===== config.mk =====
export PLATFORM = sky130hd
export DESIGN_NAME = bus_cycle_seq
export DESIGN_NICKNAME = d
export VERILOG_FILES = /design/src/rtl/bcs_pkg.sv /design/src/rtl/bcs_fsm.sv /design/src/rtl/bcs_drive.sv /design/src/rtl/bcs_capture.sv /design/src/rtl/bus_cycle_seq.sv
export SDC_FILE = /design/constraint.sdc
export NUM_CORES = 1
export LEC_CHECK = 0
export ABC_CLOCK_PERIOD_IN_PS = 2700
export BUFFER_PORTS_ARGS = -buffer_cell sky130_fd_sc_hd__clkbuf_2
export CAP_MARGIN = 20
export CORE_UTILIZATION = 48
export DETAILED_ROUTE_END_ITERATION = 16
export PLACE_DENSITY = 0.87
export SYNTH_ARGS = -nofsm -noshare
export SYNTH_HDL_FRONTEND = slang
export SYNTH_SLANG_ARGS = --single-unit

===== constraint.sdc =====
create_clock -name clk -period 2.7 [get_ports clk]
set_input_delay 0.675 -clock clk [delete_from_list [all_inputs] [get_ports clk]]
set_output_delay 0.675 -clock clk [all_outputs]
set_load 0.02 [all_outputs]

===== src/rtl/bcs_pkg.sv =====
package bcs_pkg;

    typedef enum logic [1:0] {
        CYC_FETCH = 2'd0,
        CYC_MRD   = 2'd1,
        CYC_IORD  = 2'd2,
        CYC_MWR   = 2'd3
    } cyc_kind_e;

    typedef enum logic [2:0] {
        ST_IDLE = 3'd0,
        ST_T1   = 3'd1,
        ST_T2   = 3'd2,
        ST_TW   = 3'd3,
        ST_T3   = 3'd4,
        ST_T4   = 3'd5,
        ST_T5   = 3'd6,
        ST_T6   = 3'd7
    } bus_state_e;

endpackage


===== src/rtl/bcs_fsm.sv =====
module bcs_fsm
    import bcs_pkg::*;
#(
    parameter int AW = 16,
    parameter int DW = 8
) (
    input  logic          clk,
    input  logic          rst_n,
    input  logic          req_valid,
    input  logic [1:0]    req_kind,
    input  logic          req_long,
    input  logic [AW-1:0] req_addr,
    input  logic [AW-1:0] pc,
    input  logic [DW-1:0] req_wdata,
    input  logic          ready,
    output bus_state_e    state_q,
    output cyc_kind_e     kind_q,
    output logic [AW-1:0] addr_q,
    output logic [DW-1:0] wdata_q,
    output logic          req_ready
);

    localparam int PW = AW - DW;

    typedef struct packed {
        bus_state_e    st;
        cyc_kind_e     kind;
        logic          lng;
        logic [AW-1:0] addr;
        logic [DW-1:0] wdata;
    } fsm_t;

    fsm_t r_d, r_q;
    logic last_st;
    logic take;
    cyc_kind_e kind_in;

    always_comb begin
        r_d     = r_q;
        kind_in = cyc_kind_e'(req_kind);
        last_st = ((r_q.st == ST_T3) && (r_q.kind != CYC_FETCH)) ||
                  ((r_q.st == ST_T4) && !r_q.lng) ||
                  (r_q.st == ST_T6);
        take    = req_valid && ((r_q.st == ST_IDLE) || last_st);

        unique case (r_q.st)
            ST_T1:   r_d.st = ST_T2;
            ST_T2,
            ST_TW:   r_d.st = ready ? ST_T3 : ST_TW;
            ST_T3:   r_d.st = (r_q.kind == CYC_FETCH) ? ST_T4 : ST_IDLE;
            ST_T4:   r_d.st = r_q.lng ? ST_T5 : ST_IDLE;
            ST_T5:   r_d.st = ST_T6;
            ST_T6:   r_d.st = ST_IDLE;
            default: r_d.st = ST_IDLE;
        endcase

        if (take) begin
            r_d.st    = ST_T1;
            r_d.kind  = kind_in;
            r_d.lng   = req_long && (kind_in == CYC_FETCH);
            r_d.wdata = req_wdata;
            unique case (kind_in)
                CYC_FETCH: r_d.addr = pc;
                CYC_IORD:  r_d.addr = {req_addr[PW-1:0], req_addr[DW-1:0]};
                default:   r_d.addr = req_addr;
            endcase
        end
    end

    always_ff @(posedge clk) begin
        if (!rst_n) begin
            r_q.st    <= ST_IDLE;
            r_q.kind  <= CYC_MRD;
            r_q.lng   <= 1'b0;
            r_q.addr  <= '0;
            r_q.wdata <= '0;
        end else begin
            r_q <= r_d;
        end
    end

    assign state_q   = r_q.st;
    assign kind_q    = r_q.kind;
    assign addr_q    = r_q.addr;
    assign wdata_q   = r_q.wdata;
    assign req_ready = (r_q.st == ST_IDLE) || last_st;

    AST_T1_THEN_T2: assert property (@(posedge clk) disable iff (!rst_n)
        (r_q.st == ST_T1) |=> (r_q.st == ST_T2));
    AST_WAIT_ON_LOW: assert property (@(posedge clk) disable iff (!rst_n)
        ((r_q.st == ST_T2 || r_q.st == ST_TW) && !ready) |=> (r_q.st == ST_TW));
    AST_T3_ON_HIGH: assert property (@(posedge clk) disable iff (!rst_n)
        ((r_q.st == ST_T2 || r_q.st == ST_TW) && ready) |=> (r_q.st == ST_T3));
    AST_NO_MIDCYCLE_TAKE: assert property (@(posedge clk) disable iff (!rst_n)
        (!req_ready && r_q.st != ST_T2 && r_q.st != ST_TW) |=> $stable(r_q.addr));

endmodule


===== src/rtl/bcs_drive.sv =====
module bcs_drive
    import bcs_pkg::*;
#(
    parameter int AW = 16,
    parameter int DW = 8
) (
    input  logic          clk,
    input  logic          rst_n,
    input  bus_state_e    state_q,
    input  cyc_kind_e     kind_q,
    input  logic [AW-1:0] addr_q,
    input  logic [DW-1:0] wdata_q,
    output logic [AW-DW-1:0] a_hi,
    output logic [DW-1:0] ad_out,
    output logic          ad_oe,
    output logic          ale,
    output logic          rd_n,
    output logic          wr_n,
    output logic          io_m,
    output logic          s1,
    output logic          s0
);

    logic active, is_rd, strobe_win, first;

    always_comb begin
        active     = (state_q != ST_IDLE);
        first      = (state_q == ST_T1);
        is_rd      = (kind_q != CYC_MWR);
        strobe_win = (state_q == ST_T2) || (state_q == ST_TW);

        ale    = first;
        rd_n   = !(is_rd && (strobe_win || state_q == ST_T3));
        wr_n   = !(!is_rd && strobe_win);
        io_m   = active && (kind_q == CYC_IORD);
        a_hi   = addr_q[AW-1:DW];
        ad_oe  = first || !is_rd;
        ad_out = (first || is_rd) ? addr_q[DW-1:0] : wdata_q;

        unique case (kind_q)
            CYC_FETCH: {s1, s0} = 2'b11;
            CYC_MWR:   {s1, s0} = 2'b01;
            default:   {s1, s0} = 2'b10;
        endcase
        if (!active) {s1, s0} = 2'b00;
    end

    AST_NO_DUAL_STROBE: assert property (@(posedge clk) disable iff (!rst_n)
        !(!rd_n && !wr_n));
    AST_IO_DUP: assert property (@(posedge clk) disable iff (!rst_n)
        (ale && io_m) |-> (a_hi == ad_out));
    AST_IDLE_HOLD: assert property (@(posedge clk) disable iff (!rst_n)
        (state_q == ST_IDLE) |=> ((state_q == ST_T1) || ($stable(a_hi) && $stable(ad_out))));

endmodule


===== src/rtl/bcs_capture.sv =====
module bcs_capture
    import bcs_pkg::*;
#(
    parameter int DW = 8
) (
    input  logic          clk,
    input  logic          rst_n,
    input  bus_state_e    state_q,
    input  cyc_kind_e     kind_q,
    input  logic [DW-1:0] ad_in,
    output logic [DW-1:0] rd_data,
    output logic          done
);

    typedef struct packed {
        logic [DW-1:0] data;
        logic          done;
    } cap_t;

    cap_t c_d, c_q;

    always_comb begin
        c_d      = c_q;
        c_d.done = (state_q == ST_T3);
        if ((state_q == ST_T3) && (kind_q != CYC_MWR))
            c_d.data = ad_in;
    end

    always_ff @(posedge clk) begin
        if (!rst_n) begin
            c_q.data <= '0;
            c_q.done <= 1'b0;
        end else begin
            c_q <= c_d;
        end
    end

    assign rd_data = c_q.data;
    assign done    = c_q.done;

    AST_DONE_SINGLE: assert property (@(posedge clk) disable iff (!rst_n)
        c_q.done |=> !c_q.done);
    AST_DONE_AFTER_T3: assert property (@(posedge clk) disable iff (!rst_n)
        (state_q == ST_T3) |=> c_q.done);

endmodule


===== src/rtl/bus_cycle_seq.sv =====
module bus_cycle_seq
    import bcs_pkg::*;
#(
    parameter int AW = 16,
    parameter int DW = 8
) (
    input  logic          clk,
    input  logic          rst_n,
    input  logic          req_valid,
    input  logic [1:0]    req_kind,
    input  logic          req_long,
    input  logic [AW-1:0] req_addr,
    input  logic [AW-1:0] pc,
    input  logic [DW-1:0] req_wdata,
    output logic          req_ready,
    input  logic          ready,
    output logic [AW-DW-1:0] a_hi,
    output logic [DW-1:0] ad_out,
    input  logic [DW-1:0] ad_in,
    output logic          ad_oe,
    output logic          ale,
    output logic          rd_n,
    output logic          wr_n,
    output logic          io_m,
    output logic          s1,
    output logic          s0,
    output logic [DW-1:0] rd_data,
    output logic          done
);

    bus_state_e    state_q;
    cyc_kind_e     kind_q;
    logic [AW-1:0] addr_q;
    logic [DW-1:0] wdata_q;

    bcs_fsm #(.AW(AW), .DW(DW)) fsm_i (
        .clk       (clk),
        .rst_n     (rst_n),
        .req_valid (req_valid),
        .req_kind  (req_kind),
        .req_long  (req_long),
        .req_addr  (req_addr),
        .pc        (pc),
        .req_wdata (req_wdata),
        .ready     (ready),
        .state_q   (state_q),
        .kind_q    (kind_q),
        .addr_q    (addr_q),
        .wdata_q   (wdata_q),
        .req_ready (req_ready)
    );

    bcs_drive #(.AW(AW), .DW(DW)) drive_i (
        .clk     (clk),
        .rst_n   (rst_n),
        .state_q (state_q),
        .kind_q  (kind_q),
        .addr_q  (addr_q),
        .wdata_q (wdata_q),
        .a_hi    (a_hi),
        .ad_out  (ad_out),
        .ad_oe   (ad_oe),
        .ale     (ale),
        .rd_n    (rd_n),
        .wr_n    (wr_n),
        .io_m    (io_m),
        .s1      (s1),
        .s0      (s0)
    );

    bcs_capture #(.DW(DW)) cap_i (
        .clk     (clk),
        .rst_n   (rst_n),
        .state_q (state_q),
        .kind_q  (kind_q),
        .ad_in   (ad_in),
        .rd_data (rd_data),
        .done    (done)
    );

endmodule


== After elaboration in Yosys (flattened, before gate mapping) ==
Cells that the tools add are included.

* Word-level logic and storage cells: 58
* Memories kept: 0
* Output and inout port bits: 33
* Memory bits (read-only): 0
* Flip-flop bits (word level): 39
* Memory bits (writable): 0
* Bits in latches: 0

* Eq/ne operators: 11
* $lt $le $gt $ge: 0
* Shift operators: 0
* Multiply operators: 0
* Muxes and demuxes: 11
* Add/subtract/negate cells: 0
* Div/mod/pow operators: 0
* Bitwise gates (word level): 1
* Reductions and logical operators: 27

{| class="wikitable"
|+ Operators by type and width
! kind !! number
|-
| 16-bit case mux with 2 select lines || 1
|-
| 28-bit 2-to-1 mux || 1
|-
| 3-bit case mux with 5 select lines || 1
|-
| 3-bit equality test, second input constant || 4
|-
| 3-bit 2-to-1 mux || 3
|-
| 1-bit logical AND || 8
|-
| 8-bit 2-to-1 mux || 1
|-
| 1-bit logical OR || 7
|-
| 2-bit equality test, second input constant || 3
|-
| 3-bit by 2-bit equality test with 1-bit output, second input constant || 2
|-
| 2-bit OR reduction || 3
|-
| 1-bit zero test || 4
|-
| 2-bit zero test || 2
|-
| 1-bit 2-to-1 mux || 4
|-
| 3-bit by 1-bit equality test with 1-bit output, second input constant || 1
|-
| 3-bit zero test || 1
|-
| 3-bit nonzero test || 1
|-
| 2-bit inequality test, second input constant || 1
|-
| 2-bit nonzero test || 1
|-
| 1-bit NOT || 1
|}

== Logic depth before layout (Yosys ltp) ==
Gate-level depths: netlist (run 1).

* Depth after elaboration: 7
* Gate-level depth with buffers: 8
* Depth with buffers taken out: 7

== Cells and area by module ==
A second synthesis (run 1) with hierarchy kept.

* Cell total of the unflattened synthesis: 306
* Area, all modules: 2635.0 um^2

{| class="wikitable"
|+ By module, submodules not included
! module !! area an instance (um^2) !! times used !! seq. area each (um^2) !! cells each
|-
| bcs_fsm || 1843.0 || 1 || 600.6 || 210
|-
| bcs_drive || 424.2 || 1 || 0.0 || 58
|-
| bcs_capture || 367.9 || 1 || 180.2 || 38
|}

== Least setup slack after synthesis (run 1) ==
OpenSTA, ideal clock, no wires.

* Path kind: register to output
* From: register fsm_i.r_q, in the netlist fsm_i.state_q[0]
* To: output port ad_out[0]
* Stages on the path, launching flop included: 6
* Data required time: 2025 ps
* Setup slack: 483 ps
* Arrival: 1542 ps
* Path buffers: 2
* Path through: dfxtp_1 > clkbuf_4 > nor3b_2 > nand2b_1 > buf_6 > mux2_4

* Word-level cells in the longest chain between the ends: 3

{| class="wikitable"
|+ RTL lines
! item !! line !! RTL
|-
| from (decl) || bcs_fsm.sv:33 || <nowiki>fsm_t r_d, r_q;</nowiki>
|-
| from (signal assigned) || bcs_fsm.sv:78 || <nowiki>r_q <= r_d;</nowiki>
|-
| 3-bit by 1-bit equality test with 1-bit output || bcs_drive.sv:28 || <nowiki>first = (state_q == ST_T1);</nowiki>
|-
| via ale || bus_cycle_seq.sv:21 || <nowiki>output logic ale,</nowiki>
|-
| 1-bit logical OR || bcs_drive.sv:38 || <nowiki>ad_out = (first || is_rd) ? addr_q[DW-1:0] : wdata_q;</nowiki>
|-
| 8-bit 2-to-1 mux || bcs_drive.sv:38 ||
|-
| to (decl) || bus_cycle_seq.sv:18 || <nowiki>output logic [DW-1:0] ad_out,</nowiki>
|}

The timed path passes the listed nets, and every way through them passes these cells.

== Worst setup path after layout (run 1) ==
* From: register fsm_i.r_q, in the netlist fsm_i.state_q[2]
* To: output port ad_out[2]

* Word-level cells in the longest chain between the ends: 3

{| class="wikitable"
|+ RTL lines
! item !! line
|-
| 3-bit by 1-bit equality test with 1-bit output || bcs_drive.sv:28
|-
| 1-bit logical OR || bcs_drive.sv:38
|-
| 8-bit 2-to-1 mux || bcs_drive.sv:38
|}

No other way between the ends.

==> reports/results.ini, run 1 <==
[sta]
finClkSkew_ns=0.00694
finalHoldViolCount=0
rsz0062_at_grt=false
fmax_ghz=0.389
maxSlewHeadroom_pct=33.1
drv_slew=0
setup_violations=0
fin_crit_ns=2.57
fin_ws_ns=0.127
worst_pin_slew_ns=1.00
tns_ns=0
fin_crit_sh_pct=95.3

[logic_synthesis]
synthCells=247
async_reset_ff_share_pct=0
ys_seq_area_share_pct=34.7
avgSynthCellArea_um2=9.11
syn-cell-area_um2=2250
ys_types=40
synthFlopType=dfxtp_1
ys_warn_count=0
synth-edff-count=0
synth_nets=305
ys_ff_latch=39

[critical_path]
crit_type=flop to primary output
timing.rr.end=fsm_i.addr_q[11]
reg2reg_setup_slack_ns=0.88
crit_path_end_kind=primary output
ff2ff_path_depth=6
crit_path_start_kind=flop
crit_required_ns=2.03
r2r-start=fsm_i.state_q[2]
critPathMaxFanout=13
arrival_ns=1.90

[floorplan]
initial_utilization_pct=50.6
row_count=24
fp.dieArea_um2=4960
die_x_um=70.5
coreArea_um2=4440
dieHeight_um=70.5
pin_count=88

[finish]
diodes=0
regArea_um2=781
post_route_cells_drive_above_1_share_pct=38.6
fin_nets=378
mostFrequentLayoutCells=clkbuf_2 (87), nand2_1 (54), dfxtp_1 (39), mux2i_1 (27), nand2b_1 (9)
design_area_um2=2700
fillers=400
area_growth_pct=20.1
multi_input_area_um2=1270
final_common_cell=clkbuf_2

[drt]
drtIter0Drc=142
firstDrtPassIters=10
ant_nets=0
vias_per_cell=5.30
drc=5
vias=1977
drt-total-wl_mm=5.12
wire_per_inst_um=13.7

[power_and_ir_drop]
power.total_mw=1.28
p_leak_nw=1.39
irDropWorstVdd_mv=0.421
powerDensity_nw_per_um2=475

[placement]
place_area_um2=2620
dp_slack_ns=0.435
port_buffers=87
globalplace.congestion=0.816
hpwlAfterDp_mm=3.80

[global_route]
gr-total-overflow=0
grt_pass1_wl_mm=8.51
grt_pass1_vias=1877
antenna_found_initial=0
track_usage_pct=21.4
grt_max_degree=57

[hold_path]
holdPathStages=2
hold-path-endpoint=cap_i.rd_data[2]
hold_path_class=flop to flop
hp-start=cap_i.rd_data[2]

[clock_tree]
cts.sinks=39
clk_pin_slew_ns=0.08
h-tree-depth=2
cts_hold_buf=0
cts_root_buffer=clkbuf_8
clkLatencyLatePin_ns=0.28
ctsResizeCount=0
cts_buffer_depth=2
cts_tree=yes
postCtsSetupRepairBufs=0
cts_buffers=5

[job]
maxCapViolCount=0

[status]
status=complete, but fails checks
violations=design-rule violations

[through the flow]
step                      utilization [%]  std cells  hold slack [ns]
final                                60.8        373            0.457
after global routing                 60.8        373            0.481
after CTS                            60.8        373            0.459
after detailed placement             58.9        365            0.449
after global placement               58.9        365            0.441
after floorplan                         -        247            0.434
[final cells by class]
type / count / area share [%]
Multi-Input combinational cell: 175 / 47.1
Tap cell: 52 / 2.41
Sequential cell: 39 / 28.9
Clock buffer: 6 / 2.69
Inverter: 7 / 0.972
Clock inverter: 2 / 0.463
Timing Repair Buffer: 92 / 17.5
[metal layers]
| metal | GRT usage (%) | wire [um] |
|---|---|---|
| met1 | 26.3 | 2230 |
| met3 | 3.46 | 156 |
| met5 | 0 | 0 |
| met4 | 6.58 | 53 |
| met2 | 38.1 | 2680 |
[cells in the mapped netlist, types with 6 or more instances]
cell type,instances,area (um2)
dfxtp_1,39,781
mux2_4,8,120
a21boi_1,8,60.1
nand2_1,54,203
clkbuf_1,6,22.5
o211a_1,8,80.1
a41o_1,7,70.1
mux2i_1,27,270
a21oi_1,8,40.0
buf_4,11,82.6
nand2b_1,9,56.3
nand3_2,8,80.1
[power by group]
| part | total [mW] | switching [mW] | internal (mW) | leakage, nW |
|---|---|---|---|---|
| Sequential | 0.626 | 0.0191 | 0.607 | 0.320 |
| Clock | 0.378 | 0.198 | 0.181 | 0.0412 |
| Combinational | 0.280 | 0.153 | 0.127 | 1.03 |
[sequential cells by signal (all words and copies together), names as in the netlist]
register	count
cap_i.done	1
fsm_i.r_q	1
fsm_i.state_q	3
cap_i.rd_data	8
fsm_i.addr_q	16
fsm_i.wdata_q	8
fsm_i.kind_q	2
[how the worst max path moves through the flow]
stage                                start         to  slack (ns)
final                     fsm_i.state_q[2]  ad_out[2]        0.13
after global routing      fsm_i.state_q[2]  ad_out[2]       0.004
after floorplan           fsm_i.state_q[0]  ad_out[0]        0.48
after CTS                 fsm_i.state_q[2]  ad_out[6]        0.11
after detailed placement  fsm_i.state_q[2]  ad_out[5]        0.44
after global placement    fsm_i.state_q[2]  ad_out[6]        0.50
[critical path: stages, from the launching register on]
cell and delay (ns):
dfxtp_1 0.46, nor3b_2 0.28, nand2b_1 0.18, buf_4 0.22
mux2_4 0.32, clkbuf_2 0.15
[cell families (layout without fill, tap and decap cells)]
| family | Yosys count | in the layout | synth area share, % |
|---|---|---|---|
| flops | 39 | 39 | 34.7 |
| compound gates | 42 | 42 | 15.4 |
| mux | 35 | 35 | 17.4 |
| fa+ha+maj | 3 | 3 | 1.67 |
| simple gates | 95 | 95 | 22.2 |
| buf+inv | 33 | 107 | 8.73 |
(Power assumes the default switching activity.)
==> inputs of run 2 (changes only) <==
--- a/config.mk
+++ b/config.mk
@@ -5,11 +5,13 @@
 export SDC_FILE = /design/constraint.sdc
 export NUM_CORES = 1
 export LEC_CHECK = 0
+export ABC_AREA = 1
 export ABC_CLOCK_PERIOD_IN_PS = 2700
 export BUFFER_PORTS_ARGS = -buffer_cell sky130_fd_sc_hd__clkbuf_2
 export CAP_MARGIN = 20
 export CORE_UTILIZATION = 48
 export DETAILED_ROUTE_END_ITERATION = 16
+export MAX_ROUTING_LAYER = met4
 export PLACE_DENSITY = 0.87
 export SYNTH_ARGS = -nofsm -noshare
 export SYNTH_HDL_FRONTEND = slang
==> reports/results.ini, run 2 <==
[logic_synthesis]
yosysTopAreaCell=dfxtp_1
syn-cell-area_um2=2200  ; -2.3%
synth.area.top_cells=dfxtp_1 (36%), nand2_1 (14%), nor2_1 (10%)
async_reset_ff_share_pct=0  ; unchanged
synth_mux_area_share_pct=0  ; -17 points
avgSynthCellArea_um2=6.11  ; -33%
ys_types=19  ; -53%
ys_warn_count=0  ; unchanged
yosys.cell_count.top_type=nand2_1
ys_seq_area_share_pct=35.5  ; +0.81 points
synth_top_family_by_area=simple AND/OR/NAND/NOR gates
synthFlopType=dfxtp_1
synth-edff-count=0  ; unchanged
synth_xor_area_share_pct=0  ; unchanged
ys_ff_latch=39  ; unchanged
yosysTopAreaCellShare_pct=35.5  ; +0.81 points
synthCells=360  ; +46%
synth_common_cells=nand2_1 (80), nor2_1 (61), inv_1 (46)
yosys.area_share.simple_pct=35.9  ; +14 points
synth-compound-area-share_pct=11.8  ; -3.5 points
synth_nets=418  ; +37%
synthAdderAreaFrac_pct=1.71  ; +0.039 points

[finish]
fin_nets=485  ; +28%
area_growth_pct=22.0
post_route_cells_drive_above_1_share_pct=23.8  ; -15 points
diodes=0  ; unchanged
stdcell_count=480  ; +29%
fillers=437  ; +9.3%
mostFrequentLayoutCells=clkbuf_2 (87), nand2_1 (80), nor2_1 (61), inv_1 (46), a21oi_1 (43)
final_common_cell=clkbuf_2
largest_register_ffs=16  ; unchanged

[clock_tree]
cts_buffer_depth=2  ; unchanged
clkLatencyLatePin_ns=0.29  ; about the same
clk_pin_slew_ns=0.07  ; about the same
h-tree-depth=2  ; unchanged
postCtsSetupRepairBufs=0  ; unchanged
cts.sinks=39  ; unchanged
cts_buffers=5  ; unchanged
ctsResizeCount=0  ; unchanged
cts_hold_buf=0  ; unchanged
cts_root_buffer=clkbuf_8
cts_tree=yes

[floorplan]
coreArea_um2=4380  ; -1.4%
row_count=24  ; unchanged
fp.dieArea_um2=4850  ; -2.2%
initial_utilization_pct=50.1  ; -0.48 points
dieHeight_um=69.7  ; -1.1%
die_x_um=69.7  ; -1.1%
pin_count=88  ; unchanged

[job]
maxCapViolCount=0  ; unchanged

[placement]
hpwlAfterDp_mm=3.73  ; -1.9%
port_buffers=87  ; unchanged
globalplace.congestion=0.825  ; +1.1%
dpl.cell_count=472  ; +29%

[status]
status=finished, final reports clean

[sta]
worst_pin_slew_ns=0.710  ; -0.294 ns
drv_slew=0  ; unchanged
fin_crit_ns=2.47  ; -0.107 ns
timing.hold.ws_ns=0.448  ; -0.00942 ns
tns_ns=0  ; unchanged
setup_violations=0  ; unchanged
fin_crit_sh_pct=91.3  ; -4.0 points
fmax_ghz=0.406  ; +4.3%
finClkSkew_ns=0.00255  ; -0.00438 ns
finalHoldViolCount=0  ; unchanged
maxSlewHeadroom_pct=52.7  ; +20 points
rsz0062_at_grt=false

[drt]
vias=2334  ; +18%
drc=0  ; -5
drt-total-wl_mm=5.02  ; -1.9%
firstDrtPassIters=4  ; -6
wire_per_inst_um=10.5  ; -24%
vias_per_cell=4.86  ; -8.3%
ant_nets=0  ; unchanged
drtIter0Drc=128  ; -9.9%

[critical_path]
cp-endpoint=ad_out[2]
critPathLaunch=fsm_i.state_q[0]
crit_path_end_kind=primary output
crit_path_start_kind=flop
crit_required_ns=2.03  ; about the same
reg2reg_setup_slack_ns=0.86  ; -0.02 ns
timing.rr.end=fsm_i.addr_q[6]
critPathMaxFanout=10  ; -3
ff2ff_path_depth=9  ; +3
arrival_ns=1.79  ; -0.11 ns
crit_type=flop to primary output
r2r-start=fsm_i.kind_q[0]

[hold_path]
hp-start=cap_i.rd_data[1]
hold_path_class=flop to flop

[global_route]
grt_max_degree=38  ; -33%
gr-total-overflow=0  ; unchanged
antenna_found_initial=0  ; unchanged
grt_pass1_vias=2076  ; +11%
grt_pass1_wl_mm=8.60  ; +1.1%
track_usage_pct=22.1  ; +0.73 points

[power_and_ir_drop]
irDropWorstVdd_mv=0.269  ; -36%
powerDensity_nw_per_um2=570  ; +20%
p_leak_nw=1.49  ; +7.2%

[run 2: critical path, cell delays in order (launching register included)]
cell,delay [ns]
dfxtp_1,0.42
inv_1,0.09
nor3_2,0.21
inv_2,0.15
nand2_1,0.28
nand2_1,0.10
nand2_1,0.08
clkbuf_2,0.16
[run 2: per-layer routing]
layer,vias up,global-route usage [%],wire [um]
met5,-,-,0
met4,0,8.00,63
met3,7,5.23,306
met2,81,36.9,2380
met1,1004,26.0,2270
li1,1242,-,-
[run 2: logic make-up (layout without fill, tap and decap cells)]
kind of cell,after synthesis,in the layout
AND/OR/NAND/NOR,189,189
AO/OA/AOI/OAI,52,52
flip-flops,39,39
buffers and inverters,77,145
adder cells (fa/ha/maj),3,3
[run 2: worst min path at each step]
stage / depth (start not counted) / slack [ns] / endpoint
6_report: 2 / 0.45 / cap_i.rd_data[1]
5_1_grt: 2 / 0.47 / cap_i.rd_data[3]
4_1_cts: 2 / 0.45 / cap_i.rd_data[0]
3_5_place_dp: 2 / 0.44 / cap_i.rd_data[0]
3_3_place_gp: 2 / 0.43 / cap_i.rd_data[4]
2_1_floorplan: 2 / 0.45 / fsm_i.r_q[24]
[run 2: stage by stage]
stage | instance area [um2] | power [mW] | utilization (%) | setup WS, ns
after floorplan | 2200 | 0.936 | - | 0.593
after global placement | 2560 | 1.03 | 58.5 | 0.615
after detailed placement | 2560 | 1.04 | 58.5 | 0.550
after CTS | 2680 | 1.54 | 61.2 | 0.218
after global routing | 2680 | 1.61 | 61.2 | 0.0832
final | 2680 | 1.53 | 61.2 | 0.234
[run 2: area by class of cell]
cell class	instances	area [um2]	area share (%)
well taps	52	65.1	2.43
flip-flops and latches	39	781	29.1
clock inverters	2	35.0	1.31
repair buffers	89	450	16.8
multi-input cells	244	1090	40.6
clock buffers	6	82.6	3.08
inverters	48	180	6.72
[run 2: power breakdown]
part           internal, mW  total, mW  switching, mW
Clock                 0.299      0.504          0.205
Combinational         0.135      0.373          0.238
Sequential            0.622      0.651         0.0291
==> inputs of run 3 (changes only) <==
==> constraint.sdc (replaced) <==
create_clock -name clk -period 2.7 [get_ports clk]
set_input_delay 0.675 -clock clk [delete_from_list [all_inputs] [get_ports clk]]
set_output_delay 0.675 -clock clk [all_outputs]
set_load 0.05 [all_outputs]
==> reports/results.ini, run 3 (synthesis gave the netlist of run 2 again) <==
[hold_path]
hold_path_class=flop to flop

[global_route]
grt_max_degree=55  ; +45%
grt_pass1_vias=2052  ; -1.2%
track_usage_pct=22.6  ; +0.48 points
gr-total-overflow=0  ; unchanged
top_usage_layer=met2
use_met3_pct=5.38  ; +0.15 points
antenna_found_initial=0  ; unchanged
use_met2_pct=36.0  ; -0.86 points
grt_pass1_wl_mm=8.65  ; +0.48%
grt.met1_usage_pct=26.6  ; +0.54 points

[placement]
globalplace.congestion=0.833  ; +0.95%
port_buffers=87  ; unchanged
hpwlAfterDp_mm=3.75  ; +0.62%
dpl.cell_count=472  ; unchanged

[floorplan]
row_count=24  ; unchanged
die_x_um=69.7  ; unchanged
pin_count=88  ; unchanged
fp.dieArea_um2=4850  ; unchanged
dieHeight_um=69.7  ; unchanged
initial_utilization_pct=50.1  ; unchanged
coreArea_um2=4380  ; unchanged

[power_and_ir_drop]
powerDensity_nw_per_um2=627  ; +10%
p_clk_share_pct=33.9  ; +0.9 points
p_int_mw=1.13  ; +6.7%
p_sw_mw=0.566  ; +20%
seq_power_share_pct=38.5  ; -4.1 points
power.total_mw=1.69  ; +11%
p_sw_share_pct=33.4  ; +2.5 points
p_leak_nw=1.49  ; +0.31%
irDropWorstVdd_mv=0.395  ; +47%
power_frac_comb_pct=27.7  ; +3.3 points

[sta]
worst_pin_slew_ns=0.699  ; -0.0107 ns
fin_crit_ns=2.46  ; -0.00147 ns
setup_violations=0  ; unchanged
fmax_ghz=0.406  ; about the same
timing.hold.ws_ns=0.446  ; -0.00137 ns
tns_ns=0  ; unchanged
fin_crit_sh_pct=91.3  ; about the same
drv_slew=0  ; unchanged
maxSlewHeadroom_pct=53.3  ; +0.60 points
finClkSkew_ns=0.00628  ; +0.00372 ns
finalHoldViolCount=0  ; unchanged
rsz0062_at_grt=false

[critical_path]
crit_path_end_kind=primary output
arrival_ns=1.79  ; about the same
critPathMaxFanout=10  ; unchanged
crit_type=flop to primary output
worstPathCellList=inv_1 > nor3_2 > inv_2 > nand2_2 > nand2_1 > nand2_1 > clkbuf_2
crit_path_start_kind=flop
reg2reg_setup_slack_ns=0.83  ; -0.03 ns
cp_slowest_stage_delay_ns=0.42  ; about the same
slowest_stage=dfxtp_1
worst_path_most_repeated_cell=nand2_1
crit_required_ns=2.03  ; about the same

[finish]
area_growth_pct=22.8
stdcell_count=480  ; unchanged
final_common_cell=clkbuf_2
diodes=0  ; unchanged
largest_register_ffs=16  ; unchanged
fillers=433  ; -0.92%
mostFrequentLayoutCells=clkbuf_2 (87), nand2_1 (79), nor2_1 (61), inv_1 (46), a21oi_1 (43)
fin_nets=485  ; unchanged
post_route_cells_drive_above_1_share_pct=23.8  ; unchanged

[clock_tree]
postCtsSetupRepairBufs=0  ; unchanged
clkLatencyLatePin_ns=0.30  ; about the same
cts.sinks=39  ; unchanged
cts_tree=yes
clk_pin_slew_ns=0.07  ; about the same
cts_buffers=5  ; unchanged
h-tree-depth=2  ; unchanged
cts_buffer_depth=2  ; unchanged
cts_root_buffer=clkbuf_8

[drt]
drtIter0Drc=93  ; -27%
ant_nets=0  ; unchanged
drc=0  ; unchanged
wire_per_inst_um=10.6  ; +0.82%
drt-total-wl_mm=5.06  ; +0.82%
vias=2340  ; +0.26%
firstDrtPassIters=4  ; unchanged
vias_per_cell=4.88  ; +0.26%

[status]
status=finished, final reports clean

[job]
maxCapViolCount=0  ; unchanged

-- run 3: cell types whose count changed in the layout (fill, tap and decap cells not counted), sizes merged --
cell    previous run  this run
clkinv             1         0
bufinv             1         2
-- run 3: path summary, 6_finish.rpt --
kind | start | endpoint | depth (start not counted)
setup / recovery | fsm_i.state_q[0] | ad_out[4] | 7
hold / removal | cap_i.rd_data[7] | cap_i.rd_data[7] | 2
setup reg to reg | fsm_i.kind_q[0] | fsm_i.kind_q[0] | 9
hold reg to reg | cap_i.rd_data[7] | cap_i.rd_data[7] | 2
-- run 3: metrics by stage --
stage / setup slack (ns) / util, % / area (um2)
CTS: 0.147 / 61.5 / 2700
floorplan: 0.0169 / - / 2200
detailed placement: 0.496 / 58.5 / 2560
finish: 0.236 / 61.6 / 2700
global route: 0.105 / 61.6 / 2700
global placement: 0.568 / 58.5 / 2560
-- run 3: metal layers --
metal | up-vias | wire [um]
met3 | 13 | 358
met4 | 0 | 137
met1 | 988 | 2270
met5 | - | 0
li1 | 1250 | -
met2 | 89 | 2300
-- run 3: critical path, delay by kind of cell (launching register included) --
| family | cells | cell delay (ns) |
|---|---|---|
| buffers and inverters | 3 | 0.53 |
| and+or+nand+nor | 4 | 0.54 |
| DFF | 1 | 0.42 |
-- run 3: power groups by stage --
stage	logic (mW)	registers (mW)	clock network, mW
detailed placement	0.468	0.663	0
CTS	0.469	0.650	0.586
finish	0.468	0.651	0.574
global route	0.517	0.656	0.611
global placement	0.462	0.662	0
floorplan	0.370	0.661	0
-- run 3: repair_timing --
action                     in CTS  in global routing
resized for setup               0                  1
hold endpoints to repair        0                  0
setup endpoints to repair       0                  1
hold buffers                    0                  0
-- run 3: cell type report --
class | instances | area (um2) | share of cell area (%)
Multi-Input combinational cell | 244 | 1090 | 40.4
Sequential cell | 39 | 781 | 28.9
Timing Repair Buffer | 89 | 450 | 16.7
Inverter | 48 | 180 | 6.68
Clock buffer | 6 | 72.6 | 2.69
Tap cell | 52 | 65.1 | 2.41
Clock inverter | 2 | 60.1 | 2.23
